**config.mk**
```make
export PLATFORM = sky130hd
export DESIGN_NAME = hash_job_seq
export DESIGN_NICKNAME = d
export VERILOG_FILES = /design/src/rtl/hjs_pkg.sv /design/src/rtl/hjs_validate.sv /design/src/rtl/hjs_chunk_step.sv /design/src/rtl/hjs_wait_timer.sv /design/src/rtl/hash_job_seq.sv
export SDC_FILE = /design/constraint.sdc
export NUM_CORES = 1
export LEC_CHECK = 0
export BUFFER_PORTS_ARGS = -buffer_cell sky130_fd_sc_hd__clkbuf_2
export CORE_MARGIN = 3
export CORE_UTILIZATION = 46
export DETAILED_ROUTE_END_ITERATION = 6
export GPL_ROUTABILITY_DRIVEN = 0
export GPL_TIMING_DRIVEN = 0
export PLACE_DENSITY = 0.68
export SETUP_SLACK_MARGIN = 0.05
export SYNTH_ARGS = -nofsm -noshare
export SYNTH_HDL_FRONTEND = slang
export SYNTH_SLANG_ARGS = --single-unit
```
**constraint.sdc**
```tcl
create_clock -name clk -period 5.2 [get_ports clk]
set_input_delay 0.78 -clock clk [delete_from_list [all_inputs] [get_ports clk]]
set_output_delay 0.78 -clock clk [all_outputs]
set_load 0.05 [all_outputs]
```
**src/rtl/hjs_pkg.sv**
```systemverilog
package hjs_pkg;

    typedef enum logic [1:0] {
        JS_OK      = 2'd0,
        JS_INVALID = 2'd1,
        JS_TIMEOUT = 2'd2,
        JS_ERROR   = 2'd3
    } job_status_e;

    typedef enum logic [2:0] {
        S_IDLE,
        S_CLEAR,
        S_START,
        S_WAIT,
        S_REPORT
    } seq_state_e;

    localparam logic [31:0] IRQ_MASK = 32'h0000_001A;

endpackage

```
**src/rtl/hjs_validate.sv**
```systemverilog
module hjs_validate #(
    parameter int          ADDR_W      = 40,
    parameter int          LEN_W       = 32,
    parameter int unsigned MAX_LEN     = 32'h00FF_FFFF,
    parameter int unsigned CHUNK_BYTES = 32 * 65535
) (
    input  logic [ADDR_W-1:0] addr,
    input  logic [LEN_W-1:0]  len,
    output logic              bad,
    output logic [63:0]       len_bits,
    output logic [31:0]       rem_bits
);
    localparam logic [LEN_W-1:0] CH  = LEN_W'(CHUNK_BYTES);
    localparam logic [LEN_W-1:0] MAXL = LEN_W'(MAX_LEN);

    logic [LEN_W-1:0] rem;

    always_comb begin
        bad      = (len == '0) || (len > MAXL) || (addr == '0);
        len_bits = 64'(len) << 3;
        rem      = len % CH;
        rem_bits = 32'(rem) << 3;
    end
endmodule

```
**src/rtl/hjs_chunk_step.sv**
```systemverilog
module hjs_chunk_step #(
    parameter int          LEN_W       = 32,
    parameter int unsigned CHUNK_BYTES = 32 * 65535
) (
    input  logic [LEN_W-1:0] outstanding,
    input  logic [31:0]      bits_left,
    input  logic [31:0]      rem_bits,
    output logic [23:0]      bytes,
    output logic             last,
    output logic [LEN_W-1:0] next_outstanding,
    output logic [31:0]      next_bits_left
);
    localparam logic [LEN_W-1:0] CH      = LEN_W'(CHUNK_BYTES);
    localparam logic [31:0]      CH_BITS = 32'(CHUNK_BYTES * 8);

    always_comb begin
        last             = outstanding < CH;
        bytes            = last ? outstanding[23:0] : CH[23:0];
        next_outstanding = last ? '0 : outstanding - CH;
        next_bits_left   = (bits_left <= CH_BITS) ? rem_bits : bits_left - CH_BITS;
    end
endmodule

```
**src/rtl/hjs_wait_timer.sv**
```systemverilog
module hjs_wait_timer #(
    parameter int W = 16
) (
    input  logic         clk,
    input  logic         rst_n,
    input  logic         clear,
    input  logic         run,
    input  logic [W-1:0] limit,
    output logic         expired
);
    logic [W-1:0] cnt;

    always_ff @(posedge clk or negedge rst_n) begin
        if (!rst_n)                     cnt <= '0;
        else if (clear)                 cnt <= '0;
        else if (run && cnt != limit)   cnt <= cnt + 1'b1;
    end

    assign expired = run && (cnt == limit);
endmodule

```
**src/rtl/hash_job_seq.sv**
```systemverilog
module hash_job_seq #(
    parameter int          ADDR_W      = 40,
    parameter int          LEN_W       = 32,
    parameter int unsigned MAX_LEN     = 32'h00FF_FFFF,
    parameter int unsigned CHUNK_BYTES = 32 * 65535,
    parameter int          TIMER_W     = 16
) (
    input  logic               clk,
    input  logic               rst_n,
    input  logic               job_valid,
    output logic               job_ready,
    input  logic [ADDR_W-1:0]  job_addr,
    input  logic [LEN_W-1:0]   job_len,
    input  logic [TIMER_W-1:0] timeout_limit,
    output logic               core_status_clr,
    output logic               core_start,
    output logic [31:0]        cmd_addr_lo,
    output logic [31:0]        cmd_addr_hi,
    output logic               cmd_last,
    output logic               cmd_init_hash,
    output logic [31:0]        msg_len_lo,
    output logic [31:0]        msg_len_hi,
    output logic [31:0]        msg_bits_left,
    output logic [31:0]        irq_enable,
    input  logic               core_done,
    input  logic               core_idle,
    input  logic [31:0]        core_err,
    output logic               job_done,
    output logic [1:0]         job_status
);
    import hjs_pkg::*;

    localparam logic [ADDR_W-1:0] CH_ADDR = ADDR_W'(CHUNK_BYTES);

    seq_state_e        state, state_nx;
    job_status_e       status_r;
    logic [ADDR_W-1:0] next_addr, cmd_addr;
    logic [LEN_W-1:0]  outstanding;
    logic [31:0]       bits_left, rem_bits_r;
    logic [23:0]       cmd_bytes;
    logic              first_r;

    logic              v_bad;
    logic [63:0]       v_len_bits;
    logic [31:0]       v_rem_bits;
    logic [23:0]       s_bytes;
    logic              s_last;
    logic [LEN_W-1:0]  s_next_out;
    logic [31:0]       s_next_bits;
    logic              t_expired;

    hjs_validate #(
        .ADDR_W(ADDR_W), .LEN_W(LEN_W), .MAX_LEN(MAX_LEN), .CHUNK_BYTES(CHUNK_BYTES)
    ) u_validate (
        .addr(job_addr), .len(job_len), .bad(v_bad),
        .len_bits(v_len_bits), .rem_bits(v_rem_bits)
    );

    hjs_chunk_step #(
        .LEN_W(LEN_W), .CHUNK_BYTES(CHUNK_BYTES)
    ) u_step (
        .outstanding(outstanding), .bits_left(bits_left), .rem_bits(rem_bits_r),
        .bytes(s_bytes), .last(s_last),
        .next_outstanding(s_next_out), .next_bits_left(s_next_bits)
    );

    hjs_wait_timer #(.W(TIMER_W)) u_timer (
        .clk(clk), .rst_n(rst_n),
        .clear(state == S_START), .run(state == S_WAIT),
        .limit(timeout_limit), .expired(t_expired)
    );

    // state register
    always_ff @(posedge clk or negedge rst_n) begin
        if (!rst_n) state <= S_IDLE;
        else        state <= state_nx;
    end

    // next state
    always_comb begin
        state_nx = state;
        unique case (state)
            S_IDLE:   if (job_valid) state_nx = v_bad ? S_REPORT : S_CLEAR;
            S_CLEAR:  state_nx = S_START;
            S_START:  state_nx = S_WAIT;
            S_WAIT: begin
                if (core_done) begin
                    if (!core_idle || core_err != '0) state_nx = S_REPORT;
                    else if (outstanding == '0)       state_nx = S_REPORT;
                    else                              state_nx = S_CLEAR;
                end else if (t_expired) begin
                    state_nx = S_REPORT;
                end
            end
            S_REPORT: state_nx = S_IDLE;
            default:  state_nx = S_IDLE;
        endcase
    end

    // job and chunk registers
    always_ff @(posedge clk or negedge rst_n) begin
        if (!rst_n) begin
            status_r    <= JS_OK;
            next_addr   <= '0;
            cmd_addr    <= '0;
            outstanding <= '0;
            bits_left   <= '0;
            rem_bits_r  <= '0;
            cmd_bytes   <= '0;
            cmd_last    <= 1'b0;
            cmd_init_hash <= 1'b0;
            first_r     <= 1'b0;
            msg_len_lo  <= '0;
            msg_len_hi  <= '0;
        end else begin
            unique case (state)
                S_IDLE: if (job_valid) begin
                    if (v_bad) begin
                        status_r <= JS_INVALID;
                    end else begin
                        next_addr   <= job_addr;
                        outstanding <= job_len;
                        bits_left   <= v_len_bits[31:0];
                        rem_bits_r  <= v_rem_bits;
                        msg_len_lo  <= v_len_bits[31:0];
                        msg_len_hi  <= v_len_bits[63:32];
                        first_r     <= 1'b1;
                    end
                end
                S_CLEAR: begin
                    cmd_addr      <= next_addr;
                    next_addr     <= next_addr + CH_ADDR;
                    cmd_bytes     <= s_bytes;
                    cmd_last      <= s_last;
                    cmd_init_hash <= first_r;
                    first_r       <= 1'b0;
                    outstanding   <= s_next_out;
                    if (!first_r) bits_left <= s_next_bits;
                end
                S_WAIT: begin
                    if (core_done) begin
                        if (!core_idle)             status_r <= JS_TIMEOUT;
                        else if (core_err != '0)    status_r <= JS_ERROR;
                        else                        status_r <= JS_OK;
                    end else if (t_expired) begin
                        status_r <= JS_TIMEOUT;
                    end
                end
                S_START, S_REPORT: ;
                default: ;
            endcase
        end
    end

    // outputs
    always_comb begin
        job_ready       = (state == S_IDLE);
        core_status_clr = (state == S_CLEAR);
        core_start      = (state == S_START);
        job_done        = (state == S_REPORT);
        job_status      = status_r;
        irq_enable      = (state == S_CLEAR || state == S_START || state == S_WAIT)
                          ? IRQ_MASK : 32'h0;
        cmd_addr_lo     = cmd_addr[31:0];
        cmd_addr_hi     = {cmd_addr[ADDR_W-1:32], cmd_bytes};
        msg_bits_left   = bits_left;
    end
endmodule

```
==> run_results.csv <==
group,metric,value,unit
detailed_routing,ant_nets,0,
die,dieArea,0.0430,mm^2
yosys,synth_compound_gate_area_share,21.5,%
placed_design,dpl.cell_count,3203,
yosys,yosys.area_share.xor_xnor,5.21,%
status,violations,"setup timing",
global_route,grt_max_degree,114,
yosys,yosys_warnings,0,
sta,fin_ws,-5.62,ns
global_route,track_usage,30.9,%
yosys,synth_top_family_by_area,"simple AND/OR/NAND/NOR gates",
yosys,syn-instance-count,2363,
die,io_pins,325,
detailed_routing,vias,21200,
clock_network,clk_latency,0.54,ns
clock_network,cts_tree,"yes",
yosys,yosys.area_share.simple,31.9,%
global_route,grt_remaining_overflow,0,
sta,worstMarginPinSlew,1.14,ns
global_route,grt_pass1_vias,20000,
placed_design,placedInstanceArea,0.0210,mm^2
sta,slew_headroom,23.6,%
pwr,leakagePower,10.6,nW
setup_path,r2r_cells,16,
detailed_routing,drc_errors,0,
global_route,grt_pass1_wl,110000,um
yosys,synth_fa_ha_area_share,0.430,%
pwr,peakVddDrop,0.261,mV
setup_path,timing.rr.end,"next_addr[34]$_DFFE_PN0P_",
yosys,synth_edf_count,0,
placed_design,hpwlAfterDp,50800,um
setup_path,required,5.58,ns
finish,finalNonFillerCells,3387,
yosys,ys_seq_area_share,33.2,%
yosys,syn_avg_cell_area,7.89,um^2
clock_network,clock-root-buffer,"clkbuf_16",
finish,drive_gt1_share,29.0,%
pwr,finalPower,8.72,mW
worst_hold_path,hp-class,"in2async",
clock_network,cts_buffer_depth,3,
global_route,antenna_found_initial,0,
pwr,pwr_density_cell,356,mW/mm^2
detailed_routing,routed_wl,71600,um
yosys,synthMuxAreaShare,1.36,%
sta,setup_violations,16,
yosys,ys_seq_elements,247,
job,drv_cap,0,
setup_path,cp_common_cell,"buf_4",
finish,layout.nets,2969,
setup_path,crit_fanout,10,
status,status,"complete, but fails checks",
setup_path,cpMaxStageDelayCell,"o41ai_4",
finish,syn_to_final_growth,31.5,%
clock_network,cts_buffers,27,
yosys,synthArstFlopShare,100,%
die,start_util,46.7,%
setup_path,r2r_slack,0.96,ns
detailed_routing,drt_iter0_drc,2701,
clock_network,htree_levels,1,
detailed_routing,via_per_inst,6.25,
die,num_rows,73,
die,fp.coreArea,0.0399,mm^2
setup_path,slowest_delay,0.39,ns
sta,hold_violations,0,
clock_network,path_clk_slew,0.06,ns
sta,finalCriticalPeriod,10.82,ns
yosys,synth_cell_types,119,
yosys,synthesis.area,0.0186,mm^2
sta,final-max-slew-violation-count,0,
sta,max_freq,92.4,MHz
sta,min_period_over_period,208,%
sta,fin_worst_skew,0.0166,ns
yosys,ys.flop_type,"dfrtp_1",
die,die_h,207,um
finish,design_area,0.0245,mm^2
setup_path,r2r-start,"next_addr[7]$_DFFE_PN0P_",
setup_path,crit_path_end_kind,"register",
detailed_routing,routedWlPerCell,21.1,um
die,die_x,207,um
clock_network,cts_sinks,247,
setup_path,startpoint_type,"primary input",
detailed_routing,drtPass1Iterations,7,
setup_path,crit_type,"in2reg",
sta,rsz0062_at_grt,"yes",
setup_path,cp.arrival,11.21,ns
placed_design,post-place-ws,-7.16,ns
placed_design,portBuffers,250,
==> cell families (layout without fill, tap and decap cells) <==
| group | after synthesis | count (layout) |
|---|---|---|
| adders and majority gates | 7 | 7 |
| AOI/OAI and AO/OA | 578 | 578 |
| xor gates and xnor gates | 110 | 110 |
| DFF | 247 | 247 |
| buffers and inverters | 226 | 661 |
| other | 1 | 65 |
| muxes | 24 | 24 |
| and+or+nand+nor | 1170 | 1170 |
==> synthesized netlist by cell type, drive strengths merged (9+ instances only) <==
| cell | number | share of area (%) |
|---|---|---|
| a211o | 9 | 0.42 |
| a211oi | 41 | 1.8 |
| a21o | 10 | 0.40 |
| a21oi | 137 | 3.7 |
| a221o | 10 | 0.54 |
| a31o | 11 | 0.52 |
| a31oi | 34 | 1.2 |
| a41oi | 10 | 0.47 |
| and2 | 46 | 1.5 |
| and3 | 35 | 1.2 |
| and4 | 18 | 0.90 |
| buf | 115 | 4.3 |
| clkbuf | 76 | 1.5 |
| dfrtp | 247 | 33 |
| inv | 33 | 0.66 |
| mux2i | 16 | 0.88 |
| nand2 | 418 | 8.4 |
| nand2b | 18 | 0.60 |
| nand3 | 90 | 2.7 |
| nand4 | 42 | 1.4 |
| nor2 | 224 | 4.5 |
| nor2b | 16 | 0.54 |
| nor3 | 84 | 2.4 |
| nor3b | 18 | 0.79 |
| nor4 | 73 | 2.8 |
| nor4b | 10 | 0.70 |
| o2111ai | 9 | 0.42 |
| o211ai | 25 | 1.1 |
| o21a | 12 | 0.48 |
| o21ai | 147 | 4.1 |
| o22ai | 16 | 0.54 |
| o311ai | 9 | 0.52 |
| o31ai | 16 | 0.79 |
| or2 | 13 | 0.45 |
| or3 | 21 | 0.73 |
| or4 | 13 | 0.54 |
| xnor2 | 62 | 3.0 |
| xor2 | 48 | 2.3 |
==> placed cells by master, fill, tap and decap left out, types with 27 or more instances in the layout <==
cell type  count
nand4_1       41
clkbuf_1      70
and3_1        29
nand2_1      413
xor2_1        42
clkbuf_16     27
a21oi_1      124
dfrtp_1      247
a31oi_1       28
inv_1         32
nor3_1        66
conb_1        64
xnor2_1       50
nor4_1        46
nand3_1       74
buf_4        211
clkbuf_2     248
o21ai_0      107
nor2_1       208
a211oi_1      29
and2_1        45
==> critical path, delay by kind of cell <==
kind	cells	cell delay (ns)
compound gates	14	3.09
simple gates	20	5.01
xor+xnor	2	0.40
buf+inv	11	1.91
==> where the power goes <==
group / leakage (nW) / switching, mW / internal, mW / total [mW]
clock network: 0.437 / 0.817 / 1.12 / 1.93
logic: 7.06 / 2.72 / 1.14 / 3.86
registers: 3.15 / 0.532 / 2.39 / 2.93
total: 10.6 / 4.07 / 4.65 / 8.72
==> worst max path at each step <==
stage               cells past startpoint   startpoint                    endpoint
CTS                                    44  job_len[17]  rem_bits_r[18]$_DFFE_PN0P_
global route                           45  job_len[25]  rem_bits_r[18]$_DFFE_PN0P_
floorplan                              43  job_len[21]  rem_bits_r[14]$_DFFE_PN0P_
global placement                       40  job_len[15]  rem_bits_r[18]$_DFFE_PN0P_
finish                                 47  job_len[26]   rem_bits_r[9]$_DFFE_PN0P_
detailed placement                     42  job_len[23]  rem_bits_r[18]$_DFFE_PN0P_
==> state kept, by name, summed over array words and instances (netlist names), 16 cells and up <==
register,flops
next_addr,40
outstanding,32
cmd_bytes,24
msg_bits_left,29
rem_bits_r,29
u_timer.cnt,16
msg_len_lo,26
cmd_addr,40
==> metrics by stage <==
stage                     utilization (%)  hold slack (ns)  TNS [ns]
final                                61.4            0.136    -88.14
after CTS                            60.3            0.135    -81.07
after global routing                 61.4            0.147    -94.44
after detailed placement             52.7            0.463   -112.32
after global placement               52.6            0.458   -543.48
after floorplan                         -            0.439    -81.43
==> cell type report <==
cell class | count | area [um^2]
diodes | 1 | 2.50
plain buffers | 187 | 1200
clock buffers | 36 | 749
clock inverters | 14 | 136
fillers | 3375 | 15400
inverters | 35 | 134
multi-input cells | 1953 | 13100
flip-flops and latches | 247 | 6180
well taps | 525 | 657
repair buffers | 389 | 2400
==> per-layer routing <==
| layer | up-vias | global-route usage (%) | wire (um) | part of all wire (%) |
|---|---|---|---|---|
| li1 | 9436 | - | - | - |
| met1 | 10200 | 41.1 | 28400 | 40 |
| met2 | 1246 | 51.4 | 33700 | 47 |
| met3 | 260 | 4.00 | 6250 | 8.7 |
| met4 | 0 | 12.0 | 3180 | 4.4 |
| met5 | - | 0 | 0 | 0 |
==> timing repair <==
action,CTS,global route
setup endpoints to repair,16,16
gates resized for setup,228,76
cloned,0,0
buffers inserted,125,12
pin swaps,109,22
hold buffers,0,0
Power figures use the tool's default switching activity.
